===== config.mk =====
export PLATFORM = sky130hd
export DESIGN_NAME = vec_irq_ctrl
export DESIGN_NICKNAME = d
export VERILOG_FILES = /design/src/rtl/vec_irq_pkg.sv /design/src/rtl/vec_irq_ctrl_dp.sv /design/src/rtl/vec_irq_ctrl_fsm.sv /design/src/rtl/vec_irq_ctrl.sv
export SDC_FILE = /design/constraint.sdc
export NUM_CORES = 1
export LEC_CHECK = 0
export ABC_AREA = 1
export BUFFER_PORTS_ARGS = -buffer_cell sky130_fd_sc_hd__buf_2
export CAP_MARGIN = 15
export CORE_MARGIN = 1.5
export CORE_UTILIZATION = 50
export DETAILED_ROUTE_END_ITERATION = 10
export PLACE_DENSITY = 0.8
export SYNTH_ARGS = -nofsm -noshare
export SYNTH_HDL_FRONTEND = slang
export SYNTH_SLANG_ARGS = --single-unit

===== constraint.sdc =====
create_clock -name clk -period 1.9 [get_ports clk]
set_input_delay 0.285 -clock clk [delete_from_list [all_inputs] [get_ports clk]]
set_output_delay 0.285 -clock clk [all_outputs]
set_load 0.005 [all_outputs]

===== src/rtl/vec_irq_pkg.sv =====
package vec_irq_pkg;

  localparam int PtrW  = 16;
  localparam int ByteW = 8;

  typedef enum logic [2:0] {
    ST_IDLE,
    ST_PSH_LO,
    ST_PSH_HI,
    ST_VEC,
    ST_POP_HI,
    ST_POP_LO,
    ST_POP_CAP,
    ST_RET_JMP
  } ctrl_state_e;

  // strobes from control to datapath
  typedef struct packed {
    logic spWrite;
    logic latchIrq;
    logic latchCall;
    logic pushLo;
    logic pushHi;
    logic popHi;
    logic popLo;
    logic capLo;
    logic loadVec;
    logic loadRet;
  } stack_stb_t;

endpackage


===== src/rtl/vec_irq_ctrl_dp.sv =====
module vec_irq_ctrl_dp
  import vec_irq_pkg::*;
#(
  parameter int NUM_SRC = 8,
  parameter logic [15:0] VEC_BASE = 16'h0000,
  localparam int SrcW = (NUM_SRC > 1) ? $clog2(NUM_SRC) : 1
) (
  input  logic                 clk,
  input  logic                 rstN,
  input  stack_stb_t           stb,
  input  logic [NUM_SRC-1:0]   irqPend,
  input  logic [NUM_SRC-1:0]   irqEn,
  input  logic [PtrW-1:0]      retPc,
  input  logic [PtrW-1:0]      spWrData,
  input  logic [ByteW-1:0]     memRdata,
  output logic                 winValid,
  output logic [SrcW-1:0]      ackId,
  output logic [PtrW-1:0]      spOut,
  output logic [PtrW-1:0]      memAddr,
  output logic [ByteW-1:0]     memWdata,
  output logic [PtrW-1:0]      pcLoadValue
);

  logic [NUM_SRC-1:0] live;
  logic [SrcW-1:0]    winId;
  logic [PtrW-1:0]    sp;
  logic [PtrW-1:0]    spNext;
  logic [PtrW-1:0]    retReg;
  logic [ByteW-1:0]   hiReg;
  logic [ByteW-1:0]   loReg;
  logic [PtrW-1:0]    vecAddr;

  assign live = irqPend & irqEn;

  // fixed priority: scan from top so the lowest live index is left last
  always_comb begin
    winValid = 1'b0;
    winId    = '0;
    for (int k = NUM_SRC - 1; k >= 0; k--) begin
      if (live[k]) begin
        winValid = 1'b1;
        winId    = SrcW'(k);
      end
    end
  end

  assign spNext = (stb.pushLo || stb.pushHi) ? sp - 16'd1 :
                  (stb.popHi  || stb.popLo)  ? sp + 16'd1 :
                  stb.spWrite                ? spWrData   : sp;

  always_ff @(posedge clk or negedge rstN) begin
    if (!rstN) begin
      sp     <= '0;
      retReg <= '0;
      ackId  <= '0;
      hiReg  <= '0;
      loReg  <= '0;
    end else begin
      sp <= spNext;
      if (stb.latchIrq || stb.latchCall) retReg <= retPc;
      if (stb.latchIrq) ackId <= winId;
      if (stb.popLo) hiReg <= memRdata;
      if (stb.capLo) loReg <= memRdata;
    end
  end

  // pops address the incremented pointer, pushes the current one
  assign memAddr  = (stb.popHi || stb.popLo) ? sp + 16'd1 : sp;
  assign memWdata = stb.pushHi ? retReg[15:8] : retReg[7:0];

  assign vecAddr     = VEC_BASE + (PtrW'(ackId) << 1) + 16'd2;
  assign pcLoadValue = stb.loadVec ? vecAddr : {hiReg, loReg};
  assign spOut       = sp;

endmodule


===== src/rtl/vec_irq_ctrl_fsm.sv =====
module vec_irq_ctrl_fsm
  import vec_irq_pkg::*;
(
  input  logic       clk,
  input  logic       rstN,
  input  logic       instrBoundary,
  input  logic       winValid,
  input  logic       callReq,
  input  logic       retReq,
  input  logic       retiReq,
  input  logic       gieWrEn,
  input  logic       gieWrData,
  input  logic       spWrEn,
  output stack_stb_t stb,
  output logic       gieOut,
  output logic       busy
);

  ctrl_state_e state;
  ctrl_state_e nxt;
  logic        gie;
  logic        holdOff;
  logic        isIrq;
  logic        isReti;
  logic        anyRet;

  assign anyRet = retReq || retiReq;

  always_comb begin
    nxt = state;
    stb = '0;
    unique case (state)
      ST_IDLE: begin
        stb.spWrite = spWrEn;
        if (callReq) begin
          stb.latchCall = 1'b1;
          nxt = ST_PSH_LO;
        end else if (anyRet) begin
          nxt = ST_POP_HI;
        end else if (instrBoundary && gie && winValid && !holdOff) begin
          stb.latchIrq = 1'b1;
          nxt = ST_PSH_LO;
        end
      end
      ST_PSH_LO: begin
        stb.pushLo = 1'b1;
        nxt = ST_PSH_HI;
      end
      ST_PSH_HI: begin
        stb.pushHi = 1'b1;
        nxt = isIrq ? ST_VEC : ST_IDLE;
      end
      ST_VEC: begin
        stb.loadVec = 1'b1;
        nxt = ST_IDLE;
      end
      ST_POP_HI: begin
        stb.popHi = 1'b1;
        nxt = ST_POP_LO;
      end
      ST_POP_LO: begin
        stb.popLo = 1'b1;
        nxt = ST_POP_CAP;
      end
      ST_POP_CAP: begin
        stb.capLo = 1'b1;
        nxt = ST_RET_JMP;
      end
      ST_RET_JMP: begin
        stb.loadRet = 1'b1;
        nxt = ST_IDLE;
      end
      default: nxt = ST_IDLE;
    endcase
  end

  always_ff @(posedge clk or negedge rstN) begin
    if (!rstN) begin
      state   <= ST_IDLE;
      gie     <= 1'b0;
      holdOff <= 1'b0;
      isIrq   <= 1'b0;
      isReti  <= 1'b0;
    end else begin
      state <= nxt;
      if (stb.latchIrq) isIrq <= 1'b1;
      else if (stb.latchCall) isIrq <= 1'b0;
      if (state == ST_IDLE && anyRet && !callReq) isReti <= retiReq;
      // hardware actions override the software write
      if (stb.latchIrq) gie <= 1'b0;
      else if (stb.capLo && isReti) gie <= 1'b1;
      else if (gieWrEn) gie <= gieWrData;
      if (stb.capLo && isReti) holdOff <= 1'b1;
      else if (state == ST_IDLE && instrBoundary) holdOff <= 1'b0;
    end
  end

  assign gieOut = gie;
  assign busy   = (state != ST_IDLE);

endmodule


===== src/rtl/vec_irq_ctrl.sv =====
module vec_irq_ctrl
  import vec_irq_pkg::*;
#(
  parameter int NUM_SRC = 8,
  parameter logic [15:0] VEC_BASE = 16'h0000,
  localparam int SrcW = (NUM_SRC > 1) ? $clog2(NUM_SRC) : 1
) (
  input  logic               clk,
  input  logic               rstN,
  input  logic [NUM_SRC-1:0] irqPend,
  input  logic [NUM_SRC-1:0] irqEn,
  input  logic               instrBoundary,
  input  logic [15:0]        retPc,
  input  logic               callReq,
  input  logic               retReq,
  input  logic               retiReq,
  input  logic               gieWrEn,
  input  logic               gieWrData,
  output logic               gieOut,
  input  logic               spWrEn,
  input  logic [15:0]        spWrData,
  output logic [15:0]        spOut,
  output logic               busy,
  output logic               pcLoad,
  output logic [15:0]        pcLoadValue,
  output logic               irqAck,
  output logic [SrcW-1:0]    irqAckId,
  output logic               memWe,
  output logic               memRe,
  output logic [15:0]        memAddr,
  output logic [7:0]         memWdata,
  input  logic [7:0]         memRdata
);

  stack_stb_t stb;
  logic       winValid;

  vec_irq_ctrl_fsm ctrl_i (
    .clk(clk), .rstN(rstN), .instrBoundary(instrBoundary), .winValid(winValid),
    .callReq(callReq), .retReq(retReq), .retiReq(retiReq),
    .gieWrEn(gieWrEn), .gieWrData(gieWrData), .spWrEn(spWrEn),
    .stb(stb), .gieOut(gieOut), .busy(busy)
  );

  vec_irq_ctrl_dp #(.NUM_SRC(NUM_SRC), .VEC_BASE(VEC_BASE)) dp_i (
    .clk(clk), .rstN(rstN), .stb(stb), .irqPend(irqPend), .irqEn(irqEn),
    .retPc(retPc), .spWrData(spWrData), .memRdata(memRdata),
    .winValid(winValid), .ackId(irqAckId), .spOut(spOut),
    .memAddr(memAddr), .memWdata(memWdata), .pcLoadValue(pcLoadValue)
  );

  assign pcLoad = stb.loadVec || stb.loadRet;
  assign irqAck = stb.loadVec;
  assign memWe  = stb.pushLo || stb.pushHi;
  assign memRe  = stb.popHi || stb.popLo;

endmodule


==> metrics.csv, run 1 <==
metric;value;unit
status;finished with violations;
violations;setup timing;
num-nets-final;804;
required;1.62;ns
clock-skew-final;0.00888;ns
io_pins;130;
synth_top_family_by_area;simple AND/OR/NAND/NOR gates;
num_rows;31;
fin_util;71.2;%
wl;11.3;mm
fmax;487;MHz
dr_wl_met3;780;um
seq_area_frac_synth;38.7;%
synth_xor_xnor_area_share;0.700;%
layout_setup_ws;-0.155;ns
yosys_register_bits;58;
ys.warnings.count;0;
synth_fa_ha_area_share;1.00;%
drv_cap;0;
netlist_instances;569;
arrival;1.77;ns
wl_met2;5.52;mm
maxSlewViolCount;0;
rsz0062_at_grt;true;
place_hpwl;7.56;mm
cts_tree;done;
fin_crit;2.05;ns
worstSetupEndpoint;memAddr[10];
die_y;89.6;um
clockBufferDepth;2;
path_delay_family;simple AND/OR/NAND/NOR gates;
crit_fanout;3;
start_util;51.7;%
crit_buf_inv;3;
drive_gt1_share;34.5;%
r2r_slack;0.18;ns
finalSetupViolCount;14;
cts_buffers;9;
crit_path_max_incr_delay;0.40;ns
vias;4355;
grt_overflow;0;
core_area;7250;sq um
power.density;1780;nW/um^2
startpoint_type;flip-flop;
synth_edf_count;0;
p_leak;2.81;nW
crit_type;flip-flop to primary output;
drtIter0Drc;229;
final_cell_mix;171 x nand2_1, 129 x buf_2, 66 x inv_1;
crit_path_end_kind;primary output;
r2r-end;dp_i.spOut[6];
fp.dieW;89.6;um
wl_per_cell;13.4;um
clk_pin_slew_worst_paths;0.07;ns
cp-startpoint;dp_i.spOut[1];
timing.rr.start;ctrl_i.state[1];
gp_congestion;0.954;
cp_cell_sequence;buf_6 -> ha_4 -> nand3_4 -> inv_2 -> nand2_2 -> or2_0 -> nand3_1 -> o21ai_1 -> buf_2;
viasPerCell;5.18;
fin_crit_sh;108;%
cp_num_cells;9;
diodes;0;
firstDrtPassIters;5;
wl_met1;4.66;mm
ff2ff_path_depth;10;
antenna_found_initial;0;
grt_pass1_vias;4023;
hp-class;input pin to flip-flop;
peakVddDrop;712;uV
timing_hold_violations_final;0;
synthMuxAreaShare;0;%
final_common_cell;nand2_1;
track_usage;28.5;%
netlist_area;3750;sq um
yosys.area_share.simple;34.8;%
syn_area_per_cell;6.59;sq um
area_growth;37.7;%
synth_ff_type;dfrtp_1;
clkLatencyLatePin;0.34;ns
cts_num_sinks;58;
grt_pass1_wl;17.6;mm
ant_nets;0;
finalPower;9.21;mW
drc;0;
portBuffers;129;
routed.top_layer;met4;
h-tree-depth;3;
synth_compound_area_share;14.0;%
worstMarginPinSlew;0.539;ns
root_buffer;clkbuf_8;
synthArstFlopShare;100;%
synth_nets;637;
slowest_stage;dfrtp_1;
design.die.area;8030;sq um
max_slew_margin;64.0;%
ys_types;31;
grt_max_degree;42;
-- sequential cells by signal, indices dropped and copies added, names as in the netlist --
| register | cells |
|---|---|
| ctrl_i.gieOut | 1 |
| ctrl_i.holdOff | 1 |
| ctrl_i.isIrq | 1 |
| ctrl_i.isReti | 1 |
| ctrl_i.state | 3 |
| dp_i.ackId | 3 |
| dp_i.hiReg | 8 |
| dp_i.loReg | 8 |
| dp_i.retReg | 16 |
| dp_i.spOut | 16 |
-- worst min-delay path, stage by stage --
cell and delay [ns]:
buf_2 0.07, nand2_1 0.04, nand2_1 0.04
-- Yosys cell counts (5+ instances only) --
| cell type | instances | area (sq um) |
|---|---|---|
| nand3_1 | 48 | 240 |
| o21ai_0 | 62 | 310 |
| buf_2 | 9 | 45.0 |
| nand2_2 | 5 | 31.3 |
| o21ai_1 | 17 | 85.1 |
| nor2_1 | 60 | 225 |
| nand2_1 | 178 | 668 |
| inv_1 | 70 | 263 |
| clkbuf_1 | 5 | 18.8 |
| dfrtp_1 | 58 | 1450 |
| a21oi_1 | 14 | 70.1 |
| inv_2 | 9 | 33.8 |
-- metrics by stage --
stage                     setup slack (ns)  hold WS [ns]  setup TNS, ns  cell area (sq um)  std cells
after CTS                          -0.0706         0.140         -0.336               4950        829
after global placement               0.145         0.286              0               4490        787
final                               -0.155         0.140          -1.31               5160        840
after global routing                -0.211         0.153          -2.32               5160        840
after detailed placement            0.0559         0.284              0               4490        787
after floorplan                      0.359       -0.0106              0               3750        569
-- report_power, final --
part	switching, mW	total, mW	leakage, nW	internal (mW)
combinational	3.33	5.77	2.04	2.44
sequential	0.546	2.41	0.693	1.87
clock	0.521	1.02	0.0851	0.502
total	4.40	9.21	2.81	4.81
-- cell families after synthesis --
logic type,count (synthesis)
AOI/OAI and AO/OA,101
DFF,58
and+or+nand+nor,306
adders and majority gates,3
buffers and inverters,98
xor gates and xnor gates,3
-- area by class of cell --
| cell class | count | area (sq um) |
|---|---|---|
| inverters | 79 | 314 |
| repair inverters | 1 | 3.75 |
| repair buffers | 174 | 1030 |
| flip-flops and latches | 58 | 1470 |
| clock inverters | 5 | 30.0 |
| multi-input cells | 413 | 2060 |
| well taps | 99 | 124 |
| fillers | 603 | 2090 |
| clock buffers | 11 | 141 |
-- layer usage --
metal,track usage [%],vias up
li1,-,2141
met1,33.9,1977
met2,49.7,206
met3,5.30,31
met4,13.4,0
met5,0,-
-- how the worst min path moves through the flow --
stage              from             end  slack [ns]  depth (start not counted)
6_report       retPc[7]  dp_i.retReg[7]        0.14                          3
3_5_place_dp       rstN   dp_i.spOut[2]        0.28                          1
2_1_floorplan      rstN   ctrl_i.gieOut       -0.01                          0
3_3_place_gp       rstN   dp_i.spOut[0]        0.29                          1
5_1_grt        retPc[6]  dp_i.retReg[6]        0.15                          3
4_1_cts        retPc[7]  dp_i.retReg[7]        0.14                          3
-- what timing repair did --
item	4_1_cts	5_1_grt
endpoints found under the hold margin	17	0
setup buffers	24	11
endpoints found under the setup margin	17	46
pin swaps	11	18
hold buffers	1	0
gates resized for setup	41	44
cloned	1	0
Power figures use the tool's default switching activity.
==> inputs of run 2 (changes only) <==
--- a/config.mk
+++ b/config.mk
@@ -8,10 +8,12 @@
 export ABC_AREA = 1
 export BUFFER_PORTS_ARGS = -buffer_cell sky130_fd_sc_hd__buf_2
 export CAP_MARGIN = 15
+export CELL_PAD_IN_SITES_DETAIL_PLACEMENT = 1
+export CELL_PAD_IN_SITES_GLOBAL_PLACEMENT = 1
 export CORE_MARGIN = 1.5
-export CORE_UTILIZATION = 50
+export CORE_UTILIZATION = 35
 export DETAILED_ROUTE_END_ITERATION = 10
-export PLACE_DENSITY = 0.8
+export PLACE_DENSITY_LB_ADDON = 0.1
 export SYNTH_ARGS = -nofsm -noshare
 export SYNTH_HDL_FRONTEND = slang
 export SYNTH_SLANG_ARGS = --single-unit
==> run 2 against run 1 <==
Effect of this change: the run still ends with setup timing left; clock-buffer cell count did not move; worst setup slack got worse by 0.023 ns; die area rose by 41%; global-route usage fell by 4.5 points; clock power rose by 31%; non-clock buffer count fell by 2; first-iteration DRC count fell by 35%; register-to-register slack got worse by 0.08 ns; critical path type unchanged; critical endpoint is now memAddr[3]; largest cell class unchanged; highest routed layer unchanged.
==> metrics.csv, run 2 (synthesized netlist as in run 1, its figures left out) <==
metric;value;unit;change
grt_overflow;0;;unchanged
cts_num_sinks;58;;unchanged
vias;4269;;-2.0%
place_inst;836;;+6.2%
layoutNonFillerInstCount;875;;+4.2%
clock-skew-final;0.0119;ns;+0.00305 ns
p_clk_share;13.8;%;+2.7 points
gp_congestion;0.860;;-9.8%
fp.dieW;107;um;+19%
design_area;5300;sq um;+2.6%
diodes;0;;unchanged
hp-class;input pin to flip-flop;;
io_pins;130;;unchanged
area_growth;41.3;%;
final_common_cell;nand2_1;;
peakVddDrop;612;uV;-14%
grt_max_degree;45;;+7.1%
p_comb_share;60.6;%;-2.1 points
antenna_found_initial;0;;unchanged
fin_crit_sh;109;%;+1.2 points
core_area;10400;sq um;+43%
p_seq_share;25.5;%;-0.7 points
rsz0062_at_grt;true;;
hold_ws;0.121;ns;-0.0185 ns
final_cell_mix;167 x nand2_1, 129 x buf_2, 64 x inv_1;;
track_usage;24.0;%;-4.5 points
ant_nets;0;;unchanged
status;finished with violations;;
place_hpwl;9.40;mm;+24%
switching_share;47.7;%;-0.088 points
violations;setup timing;;
layout_setup_ws;-0.178;ns;-0.0228 ns
viasPerCell;4.88;;-5.9%
required;1.62;ns;about the same
design.die.area;11300;sq um;+41%
cts_buffers;9;;unchanged
clkLatencyLatePin;0.36;ns;+0.02 ns
drtIter0Drc;148;;-35%
worstMarginPinSlew;0.555;ns;+0.0161 ns
root_buffer;clkbuf_8;;
max_slew_margin;62.9;%;-1.1 points
finalSetupTns;-1.52;ns;-0.210 ns
internal_power;5.06;mW;+5.2%
grt_pass1_wl;21.5;mm;+22%
cts_tree;done;;
power.density;1830;nW/um^2;+2.4%
fmax;481;MHz;-1.1%
wl;13.1;mm;+16%
clockBufferDepth;2;;unchanged
placed_area;4630;sq um;+3.0%
h-tree-depth;3;;unchanged
grt_pass1_vias;4442;;+10%
maxSlewViolCount;0;;unchanged
arrival;1.79;ns;+0.02 ns
fin_util;51.1;%;-20 points
wl_per_cell;15.0;um;+12%
fin_crit;2.08;ns;+0.0228 ns
fillCellCount;1403;;+130%
portBuffers;129;;unchanged
num-nets-final;802;;-0.25%
p_sw;4.61;mW;+4.9%
finalSetupViolCount;13;;-1
crit_type;flip-flop to primary output;;
crit_path_end_kind;primary output;;
clk_pin_slew_worst_paths;0.07;ns;about the same
startpoint_type;flip-flop;;
drc;0;;unchanged
p_leak;2.82;nW;+0.30%
num_rows;37;;+19%
die_y;107;um;+19%
crit_fanout;5;;+2
start_util;36.2;%;-16 points
timing_hold_violations_final;0;;unchanged
drv_cap;0;;unchanged
drive_gt1_share;36.0;%;+1.4 points
firstDrtPassIters;4;;-1
## run 2: cell types whose count changed in the layout (fill, tap and decap cells not counted), sizes merged
cell,delta
bufinv,+2
inv,+2
clkinv,-3
clkinvlp,-1
clkbuf,+1
buf,-3
## run 2: metrics by stage
step / worst slack (ns) / total power [mW]
floorplan: 0.359 / 5.40
global placement: 0.143 / 7.28
detailed placement: 0.0607 / 7.47
CTS: -0.196 / 9.38
global route: -0.286 / 10.6
finish: -0.178 / 9.68
## run 2: final timing paths
check	from	end	slack (ns)	cells after the start
setup / recovery	dp_i.spOut[0]	memAddr[3]	-0.18	7
hold / removal	retPc[3]	dp_i.retReg[3]	0.12	3
setup reg to reg	ctrl_i.state[1]	dp_i.spOut[13]	0.10	10
hold reg to reg	ctrl_i.isReti	ctrl_i.isReti	0.48	2
max in group asynchronous	rstN	ctrl_i.state[1]	0.91	3
min in group asynchronous	rstN	dp_i.loReg[6]	0.39	2
## run 2: layer usage
layer | vias to the layer above | wire (um) | track usage (%)
li1 | 2132 | - | -
met5 | - | 0 | 0
met2 | 121 | 6140 | 40.0
met1 | 1995 | 5950 | 31.0
met3 | 21 | 762 | 5.82
met4 | 0 | 280 | 6.86
## run 2: layout make-up
cell class | instances | area [sq um] | share of cell area, %
clock buffers | 11 | 141 | 2.67
clock inverters | 5 | 77.6 | 1.46
inverters | 79 | 315 | 5.95
multi-input cells | 413 | 2100 | 39.7
flip-flops and latches | 58 | 1470 | 27.7
well taps | 136 | 170 | 3.21
repair buffers | 172 | 1020 | 19.3
repair inverters | 1 | 3.75 | 0.0708
## run 2: power by group through the flow
stage	combinational, mW	clock (mW)	sequential (mW)
6_report	5.87	1.34	2.47
3_5_place_dp	5.07	0	2.41
4_1_cts	5.56	1.37	2.44
5_1_grt	6.62	1.42	2.55
3_3_place_gp	4.92	0	2.36
2_1_floorplan	3.18	0	2.23
## run 2: what timing repair did
action	CTS	global route
cloned	2	0
hold buffers	1	0
endpoints found under the hold margin	14	0
endpoints found under the setup margin	23	34
setup buffers	11	10
pin swaps	11	16
resized for setup	70	41
## run 2: worst max-delay path, stage by stage, from the launching register on
cell and delay, ns:
dfrtp_2 0.44, clkinvlp_4 0.15, nor2_4 0.25, buf_4 0.16, a21oi_1 0.05, o21ai_1 0.12
o21ai_1 0.12, buf_2 0.14
